File: src/rtl/exc_entry_pkg.sv
package exc_entry_pkg;

    // Sequencer phases
    typedef enum logic [1:0] {
        SQ_IDLE  = 2'd0,
        SQ_WAIT  = 2'd1,
        SQ_PUSH  = 2'd2,
        SQ_FETCH = 2'd3
    } seq_state_e;

    // Words in the plain context frame
    localparam int unsigned BASIC_WORDS = 8;

    // Words added beyond the FP registers: status word and one reserved slot
    localparam int unsigned FP_TAIL_WORDS = 2;

endpackage

File: src/rtl/exc_frame_build.sv
module exc_frame_build
    import exc_entry_pkg::*;
#(
    parameter int unsigned DATA_W  = 32,
    parameter int unsigned FP_REGS = 16,
    localparam int unsigned FRAME_MAX = BASIC_WORDS + FP_REGS + FP_TAIL_WORDS
) (
    input  logic [DATA_W-1:0]         r0_i,
    input  logic [DATA_W-1:0]         r1_i,
    input  logic [DATA_W-1:0]         r2_i,
    input  logic [DATA_W-1:0]         r3_i,
    input  logic [DATA_W-1:0]         r12_i,
    input  logic [DATA_W-1:0]         lr_i,
    input  logic [DATA_W-1:0]         pc_i,
    input  logic [DATA_W-1:0]         psr_i,
    input  logic [FP_REGS*DATA_W-1:0] fpr_i,
    input  logic [DATA_W-1:0]         fpscr_i,
    output logic [FRAME_MAX-1:0][DATA_W-1:0] frame_o
);

    // Frame slots in ascending address order
    always_comb begin
        frame_o[0] = r0_i;
        frame_o[1] = r1_i;
        frame_o[2] = r2_i;
        frame_o[3] = r3_i;
        frame_o[4] = r12_i;
        frame_o[5] = lr_i;
        frame_o[6] = pc_i;
        frame_o[7] = psr_i;
        for (int k = 0; k < FP_REGS; k++) begin
            frame_o[BASIC_WORDS + k] = fpr_i[k*DATA_W +: DATA_W];
        end
        frame_o[BASIC_WORDS + FP_REGS]     = fpscr_i;
        frame_o[BASIC_WORDS + FP_REGS + 1] = '0;
    end

endmodule

File: src/rtl/exc_ret_token.sv
module exc_ret_token #(
    parameter int unsigned DATA_W = 32
) (
    input  logic              fp_active_i,
    input  logic              thread_mode_i,
    input  logic              proc_stack_i,
    output logic [DATA_W-1:0] token_o
);

    // Upper bits fixed high, bit0 fixed high, bits 4:1 describe the return path
    always_comb begin
        token_o = {{(DATA_W-5){1'b1}},
                   ~fp_active_i,
                   thread_mode_i,
                   thread_mode_i & proc_stack_i,
                   1'b0,
                   1'b1};
    end

endmodule

File: src/rtl/exc_addr_calc.sv
module exc_addr_calc
    import exc_entry_pkg::*;
#(
    parameter int unsigned DATA_W  = 32,
    parameter int unsigned VEC_W   = 8,
    parameter int unsigned FP_REGS = 16,
    localparam int unsigned FRAME_MAX   = BASIC_WORDS + FP_REGS + FP_TAIL_WORDS,
    localparam int unsigned BASIC_BYTES = 4 * BASIC_WORDS,
    localparam int unsigned FULL_BYTES  = 4 * FRAME_MAX
) (
    input  logic [DATA_W-1:0] sp_i,
    input  logic              fp_active_i,
    input  logic [DATA_W-1:0] vec_base_i,
    input  logic [VEC_W-1:0]  vec_num_i,
    output logic [DATA_W-1:0] new_sp_o,
    output logic [DATA_W-1:0] vec_addr_o
);

    logic [DATA_W-1:0] frame_bytes;

    always_comb begin
        frame_bytes = fp_active_i ? DATA_W'(FULL_BYTES) : DATA_W'(BASIC_BYTES);
        new_sp_o    = sp_i - frame_bytes;
        vec_addr_o  = vec_base_i + DATA_W'({vec_num_i, 2'b00});
    end

endmodule

File: src/rtl/exc_entry_seq.sv
module exc_entry_seq
    import exc_entry_pkg::*;
#(
    parameter int unsigned DATA_W  = 32,
    parameter int unsigned VEC_W   = 8,
    parameter int unsigned FP_REGS = 16
) (
    input  logic                      clk,
    input  logic                      rst_n,
    input  logic                      entry_req_i,
    input  logic                      retire_i,
    input  logic [VEC_W-1:0]          vec_num_i,
    input  logic [DATA_W-1:0]         vec_base_i,
    input  logic                      fp_active_i,
    input  logic                      thread_mode_i,
    input  logic                      proc_stack_i,
    input  logic [DATA_W-1:0]         r0_i,
    input  logic [DATA_W-1:0]         r1_i,
    input  logic [DATA_W-1:0]         r2_i,
    input  logic [DATA_W-1:0]         r3_i,
    input  logic [DATA_W-1:0]         r12_i,
    input  logic [DATA_W-1:0]         lr_i,
    input  logic [DATA_W-1:0]         pc_i,
    input  logic [DATA_W-1:0]         psr_i,
    input  logic [DATA_W-1:0]         sp_i,
    input  logic [FP_REGS*DATA_W-1:0] fpr_i,
    input  logic [DATA_W-1:0]         fpscr_i,
    output logic                      wr_valid_o,
    output logic [DATA_W-1:0]         wr_addr_o,
    output logic [DATA_W-1:0]         wr_data_o,
    input  logic                      wr_ready_i,
    output logic                      rd_valid_o,
    output logic [DATA_W-1:0]         rd_addr_o,
    input  logic                      rd_ready_i,
    input  logic [DATA_W-1:0]         rd_data_i,
    output logic                      busy_o,
    output logic                      done_o,
    output logic [DATA_W-1:0]         sp_o,
    output logic [DATA_W-1:0]         lr_o,
    output logic [DATA_W-1:0]         pc_o,
    output logic [DATA_W-1:0]         psr_o
);

    localparam int unsigned FRAME_MAX = BASIC_WORDS + FP_REGS + FP_TAIL_WORDS;
    localparam int unsigned IDX_W     = $clog2(FRAME_MAX);
    localparam logic [IDX_W-1:0] LAST_BASIC = IDX_W'(BASIC_WORDS - 1);
    localparam logic [IDX_W-1:0] LAST_FULL  = IDX_W'(FRAME_MAX - 1);

    typedef struct packed {
        seq_state_e                      st;
        logic [IDX_W-1:0]                idx;
        logic [VEC_W-1:0]                vec;
        logic [DATA_W-1:0]               vbase;
        logic [FRAME_MAX-1:0][DATA_W-1:0] frame;
        logic [DATA_W-1:0]               nsp;
        logic [DATA_W-1:0]               token;
        logic [DATA_W-1:0]               psr_cap;
        logic                            fp;
        logic [DATA_W-1:0]               sp_out;
        logic [DATA_W-1:0]               lr_out;
        logic [DATA_W-1:0]               pc_out;
        logic [DATA_W-1:0]               psr_out;
        logic                            done;
    } seq_t;

    seq_t seq_d, seq_q;

    logic [FRAME_MAX-1:0][DATA_W-1:0] frame_w;
    logic [DATA_W-1:0]                token_w;
    logic [DATA_W-1:0]                nsp_w;
    logic [DATA_W-1:0]                vaddr_w;
    logic [IDX_W-1:0]                 last_idx;

    exc_frame_build #(
        .DATA_W  (DATA_W),
        .FP_REGS (FP_REGS)
    ) frame_i (
        .r0_i    (r0_i),
        .r1_i    (r1_i),
        .r2_i    (r2_i),
        .r3_i    (r3_i),
        .r12_i   (r12_i),
        .lr_i    (lr_i),
        .pc_i    (pc_i),
        .psr_i   (psr_i),
        .fpr_i   (fpr_i),
        .fpscr_i (fpscr_i),
        .frame_o (frame_w)
    );

    exc_ret_token #(
        .DATA_W (DATA_W)
    ) token_i (
        .fp_active_i   (fp_active_i),
        .thread_mode_i (thread_mode_i),
        .proc_stack_i  (proc_stack_i),
        .token_o       (token_w)
    );

    // Stack arithmetic uses live inputs (captured at retire);
    // the vector address uses values latched at acceptance.
    exc_addr_calc #(
        .DATA_W  (DATA_W),
        .VEC_W   (VEC_W),
        .FP_REGS (FP_REGS)
    ) addr_i (
        .sp_i        (sp_i),
        .fp_active_i (fp_active_i),
        .vec_base_i  (seq_q.vbase),
        .vec_num_i   (seq_q.vec),
        .new_sp_o    (nsp_w),
        .vec_addr_o  (vaddr_w)
    );

    assign last_idx = seq_q.fp ? LAST_FULL : LAST_BASIC;

    always_comb begin
        seq_d      = seq_q;
        seq_d.done = 1'b0;
        case (seq_q.st)
            SQ_IDLE: begin
                if (entry_req_i) begin
                    seq_d.st    = SQ_WAIT;
                    seq_d.vec   = vec_num_i;
                    seq_d.vbase = vec_base_i;
                end
            end
            SQ_WAIT: begin
                if (retire_i) begin
                    seq_d.st      = SQ_PUSH;
                    seq_d.idx     = '0;
                    seq_d.frame   = frame_w;
                    seq_d.nsp     = nsp_w;
                    seq_d.token   = token_w;
                    seq_d.psr_cap = psr_i;
                    seq_d.fp      = fp_active_i;
                end
            end
            SQ_PUSH: begin
                if (wr_ready_i) begin
                    if (seq_q.idx == last_idx) begin
                        seq_d.st = SQ_FETCH;
                    end else begin
                        seq_d.idx = seq_q.idx + 1'b1;
                    end
                end
            end
            SQ_FETCH: begin
                if (rd_ready_i) begin
                    seq_d.st      = SQ_IDLE;
                    seq_d.pc_out  = rd_data_i;
                    seq_d.lr_out  = seq_q.token;
                    seq_d.sp_out  = seq_q.nsp;
                    seq_d.psr_out = {seq_q.psr_cap[DATA_W-1:VEC_W], seq_q.vec};
                    seq_d.done    = 1'b1;
                end
            end
            default: seq_d.st = SQ_IDLE;
        endcase
    end

    always_ff @(posedge clk or negedge rst_n) begin
        if (!rst_n) begin
            seq_q <= '0;
        end else begin
            seq_q <= seq_d;
        end
    end

    assign wr_valid_o = (seq_q.st == SQ_PUSH);
    assign wr_addr_o  = seq_q.nsp + DATA_W'({seq_q.idx, 2'b00});
    assign wr_data_o  = seq_q.frame[seq_q.idx];
    assign rd_valid_o = (seq_q.st == SQ_FETCH);
    assign rd_addr_o  = vaddr_w;
    assign busy_o     = (seq_q.st != SQ_IDLE);
    assign done_o     = seq_q.done;
    assign sp_o       = seq_q.sp_out;
    assign lr_o       = seq_q.lr_out;
    assign pc_o       = seq_q.pc_out;
    assign psr_o      = seq_q.psr_out;

endmodule

File: config.mk
export PLATFORM = sky130hd
export DESIGN_NAME = exc_entry_seq
export DESIGN_NICKNAME = d
export VERILOG_FILES = /design/src/rtl/exc_entry_pkg.sv /design/src/rtl/exc_frame_build.sv /design/src/rtl/exc_ret_token.sv /design/src/rtl/exc_addr_calc.sv /design/src/rtl/exc_entry_seq.sv
export SDC_FILE = /design/constraint.sdc
export NUM_CORES = 2
export LEC_CHECK = 0
export ABC_AREA = 1
export ABC_CLOCK_PERIOD_IN_PS = 4500
export BUFFER_PORTS_ARGS = -buffer_cell sky130_fd_sc_hd__buf_2
export CAP_MARGIN = 10
export CORE_AREA = 4 4 440 442
export CTS_CLUSTER_DIAMETER = 120
export CTS_CLUSTER_SIZE = 8
export DETAILED_ROUTE_END_ITERATION = 6
export DIE_AREA = 0 0 444 446
export PLACE_DENSITY = 0.54
export SLEW_MARGIN = 30
export SYNTH_ARGS = -nofsm -noshare
export SYNTH_HDL_FRONTEND = slang
export SYNTH_SLANG_ARGS = --single-unit
File: constraint.sdc
create_clock -name clk -period 4.5 [get_ports clk]
set_input_delay 0.9 -clock clk [delete_from_list [all_inputs] [get_ports clk]]
set_output_delay 0.9 -clock clk [all_outputs]
set_load 0.05 [all_outputs]
# [Word-level counts from Yosys, hierarchy flattened]
# Index checks and enable logic that the tools add are counted.
[classes] addsub=4 order_cmp=1 eq_ne=10 n_mux=14 bitwise_logic=2 n_reduce_logical=8
[op_table] cell="32-bit binary-select mux with 5-bit select" n=1
[op_table] cell="32-bit by 10-bit adder with 32-bit output" n=1
[op_table] cell="32-bit by 7-bit adder with 32-bit output" n=1
[op_table] cell="32-bit 2-to-1 mux" n=1
[op_table] cell="32-bit subtractor" n=1
[op_table] cell="7-bit 2-to-1 mux" n=3
[op_table] cell="5-bit 2-to-1 mux" n=2
[op_table] cell="5-bit one-hot mux with 2 select lines" n=1
[op_table] cell="2-bit one-hot mux with 4 select lines" n=1
[op_table] cell="5-bit by 6-bit < comparator with 1-bit output (second input constant)" n=1
[op_table] cell="2-bit 2-to-1 mux" n=3
[op_table] cell="2-bit by 1-bit != test with 1-bit output (second input constant)" n=3
[op_table] cell="2-bit != test (second input constant)" n=3
[op_table] cell="2-bit AND reduction" n=3
[op_table] cell="5-bit by 1-bit adder with 5-bit output (second input constant)" n=1
[op_table] cell="5-bit == test" n=1
[op_table] cell="5-bit AND reduction" n=1
[op_table] cell="2-bit == test (second input constant)" n=2
[op_table] cell="4-bit AND reduction" n=1
[op_table] cell="2-bit nonzero test" n=2
[op_table] cell="2-bit by 1-bit == test with 1-bit output (second input constant)" n=1
[op_table] cell="2-bit zero test" n=1
[op_table] cell="1-bit 2-to-1 mux" n=2
[op_table] cell="1-bit bitwise AND" n=1
[op_table] cell="1-bit NOT" n=1
[word_totals] reg_bits=987 input_bits=913 out_inout_bits=228

# [Depth between registers and ports, before layout]
[depth] word_depth=5 ltp_mapped=15

# [Cells and area by module]
# From an unflattened synthesis, not the netlist that was laid out.
[hier_totals] cells_unflattened=7544 hier_area_um2=60580.6
[by_module_without_submodules] module="exc_entry_seq" n_inst=1 cells_each=6240 area_per_inst_um2=51977.4
[by_module_without_submodules] module="exc_frame_build" n_inst=1 cells_each=833 area_per_inst_um2=6249.7
[by_module_without_submodules] module="exc_addr_calc" n_inst=1 cells_each=436 area_per_inst_um2=2109.5
[by_module_without_submodules] module="exc_ret_token" n_inst=1 cells_each=35 area_per_inst_um2=244.0

# [Least setup slack after synthesis]
# No wires, ideal clock.
[synth_timing] path_kind="register to output" from="reg seq_q[1099] (netlist name)" to="out wr_addr_o[12]" arrival_ns=2.744 setup_slack_ns=0.856 stages_incl_launch_ff=13 n_path_buf=3 path_cell_list="dfrtp_1 > buf_4 > inv_4 > buf_4 > buf_4 > fa_1 > inv_1 > nand3_1 > nand2_1 > nand2_1 > o21ai_0 > nand2_1 > xor2_1"
[synth_between] elab_chain_cells=1
[synth_rtl] element="from (decl)" line_no="exc_entry_seq.sv:66" rtl="seq_t seq_d, seq_q;"
[synth_rtl] element="from (signal assigned)" line_no="exc_entry_seq.sv:166" rtl="seq_q <= seq_d;"
[synth_rtl] element="32-bit by 7-bit adder with 32-bit output" line_no="exc_entry_seq.sv:171" rtl="assign wr_addr_o = seq_q.nsp + DATA_W'({seq_q.idx, 2'b00});"
[synth_rtl] element="to (decl)" line_no="exc_entry_seq.sv:29" rtl="output logic [DATA_W-1:0] wr_addr_o,"
# No other way between the ends.

# [Final worst setup path]
[layout_timing] from="reg seq_q[1099] (netlist name)" to="out wr_data_o[17]"
[layout_between] elab_chain_cells=2
[layout_rtl] element="32-bit binary-select mux with 5-bit select" line_no="exc_entry_seq.sv:172" rtl="assign wr_data_o = seq_q.frame[seq_q.idx];"
[layout_rtl] element="32-bit 2-to-1 mux (not written as such)" line_no="exc_entry_seq.sv:172"
[layout_rtl] element="to (decl)" line_no="exc_entry_seq.sv:30" rtl="output logic [DATA_W-1:0] wr_data_o,"
# No other way between the ends. The select of a mux whose other input is x is not followed.

==> results.toml <==
[status]
status = "completed"

[synth]
yosysSeqAreaShare_pct = 50.5
synth-adder-area-share_pct = 0.646
yosysTopAreaCellShare_pct = 50.5
synth_top_family_by_area = "simple AND/OR/NAND/NOR gates"
synth-xor-area-share_pct = 0.718
synth.avg_cell_area_sq_um = 7.41
async_flop_share_pct = 100
synth-seq-cells = 985
yosys.area_share.simple_pct = 33.0
post-synth-top-area-cell = "dfrtp_1"
syn-num-nets = 7519
syn_area_sq_um = 48800
synthCells = 6582
synth_edf_count = 0
ys_warn_count = 0
synth_area_leaders = "dfrtp_1, nand2_1, nor2_1"
synth_compound_area_share_pct = 6.72
muxShareOfSynthArea_pct = 0.693
ys_types = 38
synth_flop_cell = "dfrtp_1"

[floorplan]
start_util_pct = 25.7
dieArea_sq_um = 198000
core_sq_um = 190000
die_y_um = 446
die_x_um = 444
num_rows = 160
ios = 1141

[cts]
cts.clk_slew.worst_paths_ps = 60
cts_tree = "yes"
ctsLongestPathBuffers = 3
clk_latency_ps = 780
cts-buffers-inserted = 142
htreeDepth = 4
clock-root-buffer = "clkbuf_16"
cts_hold_buf = 0
clock_sinks = 985

[sta]
fmax_mhz = 228
min_period_ps = 4380
rsz0062_at_grt = "yes"
finalSetupViolCount = 0
fin_crit_sh_pct = 97.3
final_hold_viol_count = 0
tightest_slew_ps = 1060
maxSlewHeadroom_pct = 29.3
slew_viol_final = 0
skew_ps = 34.8

[drt]
ant_nets = 0
drtIter0Drc = 4621
wl_per_cell_um = 23.7
viasPerCell = 4.72
num_vias = 47500
first_pass_iters = 6
wl_um = 239000
drc = 0

[setup_path]
path_delay_family = "buffers and inverters"
cpMaxStageDelayCell = "dfrtp_4"
worst-endpoint-arrival_ps = 3480
crit_fanout = 28
worstSetupPathType = "flop to primary output"
cpPeakStageDelay_ps = 530
critical_path_required_ps = 3600
endpoint_kind = "primary output"
crit_buf_inv = 5
worstPathCellList = "buf_4 -> buf_12 -> buf_4 -> nor2_1 -> o21ai_0 -> nand3_1 -> nand3_1 -> nand2_1 -> nand2_1 -> inv_1 -> buf_2"
critPathLaunchType = "flop"

[power_and_ir_drop]
leakage_nw = 32.7
finalPower_mw = 47.7
pwr-share-seq_pct = 33.4
p_int_mw = 24.9
ir_worst_vdd_v = 0.000745
pwr-share-comb_pct = 46.0
swShare_pct = 47.8
power_density_nw_per_um2 = 781
switchingPower_mw = 22.8
clkPwrFrac_pct = 20.6

[layout]
drive_above_1_share_pct = 20.5
final_util_pct = 32.2
layout_common_cells = "nand2_1, buf_2, dfrtp_1"
final_area_sq_um = 61100
final_common_cell = "nand2_1"
num-fill-cells = 20400
nNetsFinal = 8441
finalNonFillerCells = 10100
syn_to_final_growth_pct = 25.2

[grt]
grt_max_degree = 226
first_global_vias = 47600
grt_usage_pct = 23.3
grt_remaining_overflow = 0
antenna_found_initial = 47
grt_pass1_wl_um = 335000

[place]
port_buffers = 1139
dp.cells = 9859
dp_hpwl_um = 185000
gp_congestion = 0.920
placed_area_sq_um = 56900

[min_path]
min_path_type = "input pin to async pin"

[flow_run]
drv_cap = 0
-- what timing repair did --
item / 4_1_cts / 5_1_grt
resized for setup: 23 / 8
setup endpoints to repair: 33 / 20
gates cloned: 1 / 0
pin swaps: 2 / 1
buffers inserted: 4 / 5
-- cell type report --
class                           instances  area (sq um)  area share (%)
Clock buffer                          146          3570            5.84
Inverter                              254           982            1.61
Multi-Input combinational cell       4835         20500            33.5
Antenna cell                           38          95.1           0.156
Sequential cell                       985         24700            40.4
Tap cell                             2511          3140            5.14
Clock inverter                         17           292           0.477
Timing Repair Buffer                 1286          7860            12.9
-- kinds of logic (layout without fill, tap and decap cells) --
group	count (synthesis)	count (layout)
AOI/OAI and AO/OA	604	604
buffers and inverters	762	1703
other	1	39
xor gates and xnor gates	40	40
and+or+nand+nor	4136	4136
DFF	985	985
muxes	30	30
adders and majority gates	24	24
-- synth_stat cells (30+ instances only) --
library cell     n
nand3_1        290
o211ai_1        90
mux2_2          30
buf_1           34
nor2_1         681
xor2_1          36
dfrtp_1        985
a21oi_1         83
clkbuf_1       180
inv_1          249
or2_2           30
buf_4          162
o21ai_1        107
o21ai_0        307
buf_2          115
nand2_1       3080
-- per-stage QoR --
step | setup TNS, ps | hold slack, ps | setup WS [ps]
2_1_floorplan | 0 | 420 | 856
3_3_place_gp | 0 | 433 | 518
3_5_place_dp | 0 | 437 | 526
4_1_cts | -2.57 | 196 | -2.57
5_1_grt | -23.4 | 16.7 | -23.4
6_report | 0 | 56.0 | 123
-- power groups by stage --
stage | clock network (mW) | registers [mW] | logic [mW]
final | 9.83 | 15.9 | 21.9
after global routing | 10.4 | 16.3 | 24.0
after CTS | 10.1 | 15.9 | 22.1
after detailed placement | 0 | 15.9 | 22.0
after global placement | 0 | 16.0 | 21.8
after floorplan | 0 | 14.7 | 15.0
-- worst register-to-register path, stage by stage, from the launching register on --
cell and delay (ps):
dfrtp_1 420, inv_1 120, ha_1 240, nand2_4 340, inv_8 680, buf_12 340, buf_4 330, nand2_1 200
nand2_1 100
-- final timing paths --
path	endpoint	startpoint	cells past startpoint	slack, ps
min	seq_q[662]$_DFFE_PN0P_	rst_n	1	60
max in group asynchronous	seq_q[134]$_DFFE_PN0P_	rst_n	3	3200
min reg2reg	seq_q[162]$_DFFE_PN0P_	seq_q[162]$_DFFE_PN0P_	2	450
min in group clk	seq_q[761]$_DFFE_PN0P_	fpr_i[279]	3	290
max	wr_data_o[17]	seq_q[1099]$_DFFE_PN0P_	11	120
max reg2reg	seq_q[831]$_DFFE_PN0P_	seq_q[1104]$_DFFE_PN0P_	8	1680
-- routing by layer --
layer / track usage [%] / up-vias / routed length [um]
li1: - / 22200 / -
met1: 27.6 / 22900 / 91900
met2: 39.7 / 1994 / 118000
met3: 4.02 / 455 / 14600
met4: 13.5 / 14 / 14500
met5: 0 / - / 92
-- flip-flops by register name (all words and copies together), names as in the netlist --
name	count
lr_o	4
seq_q	884
sp_o	32
pc_o	32
done_o	1
psr_o	32
Power figures use the tool's default switching activity.
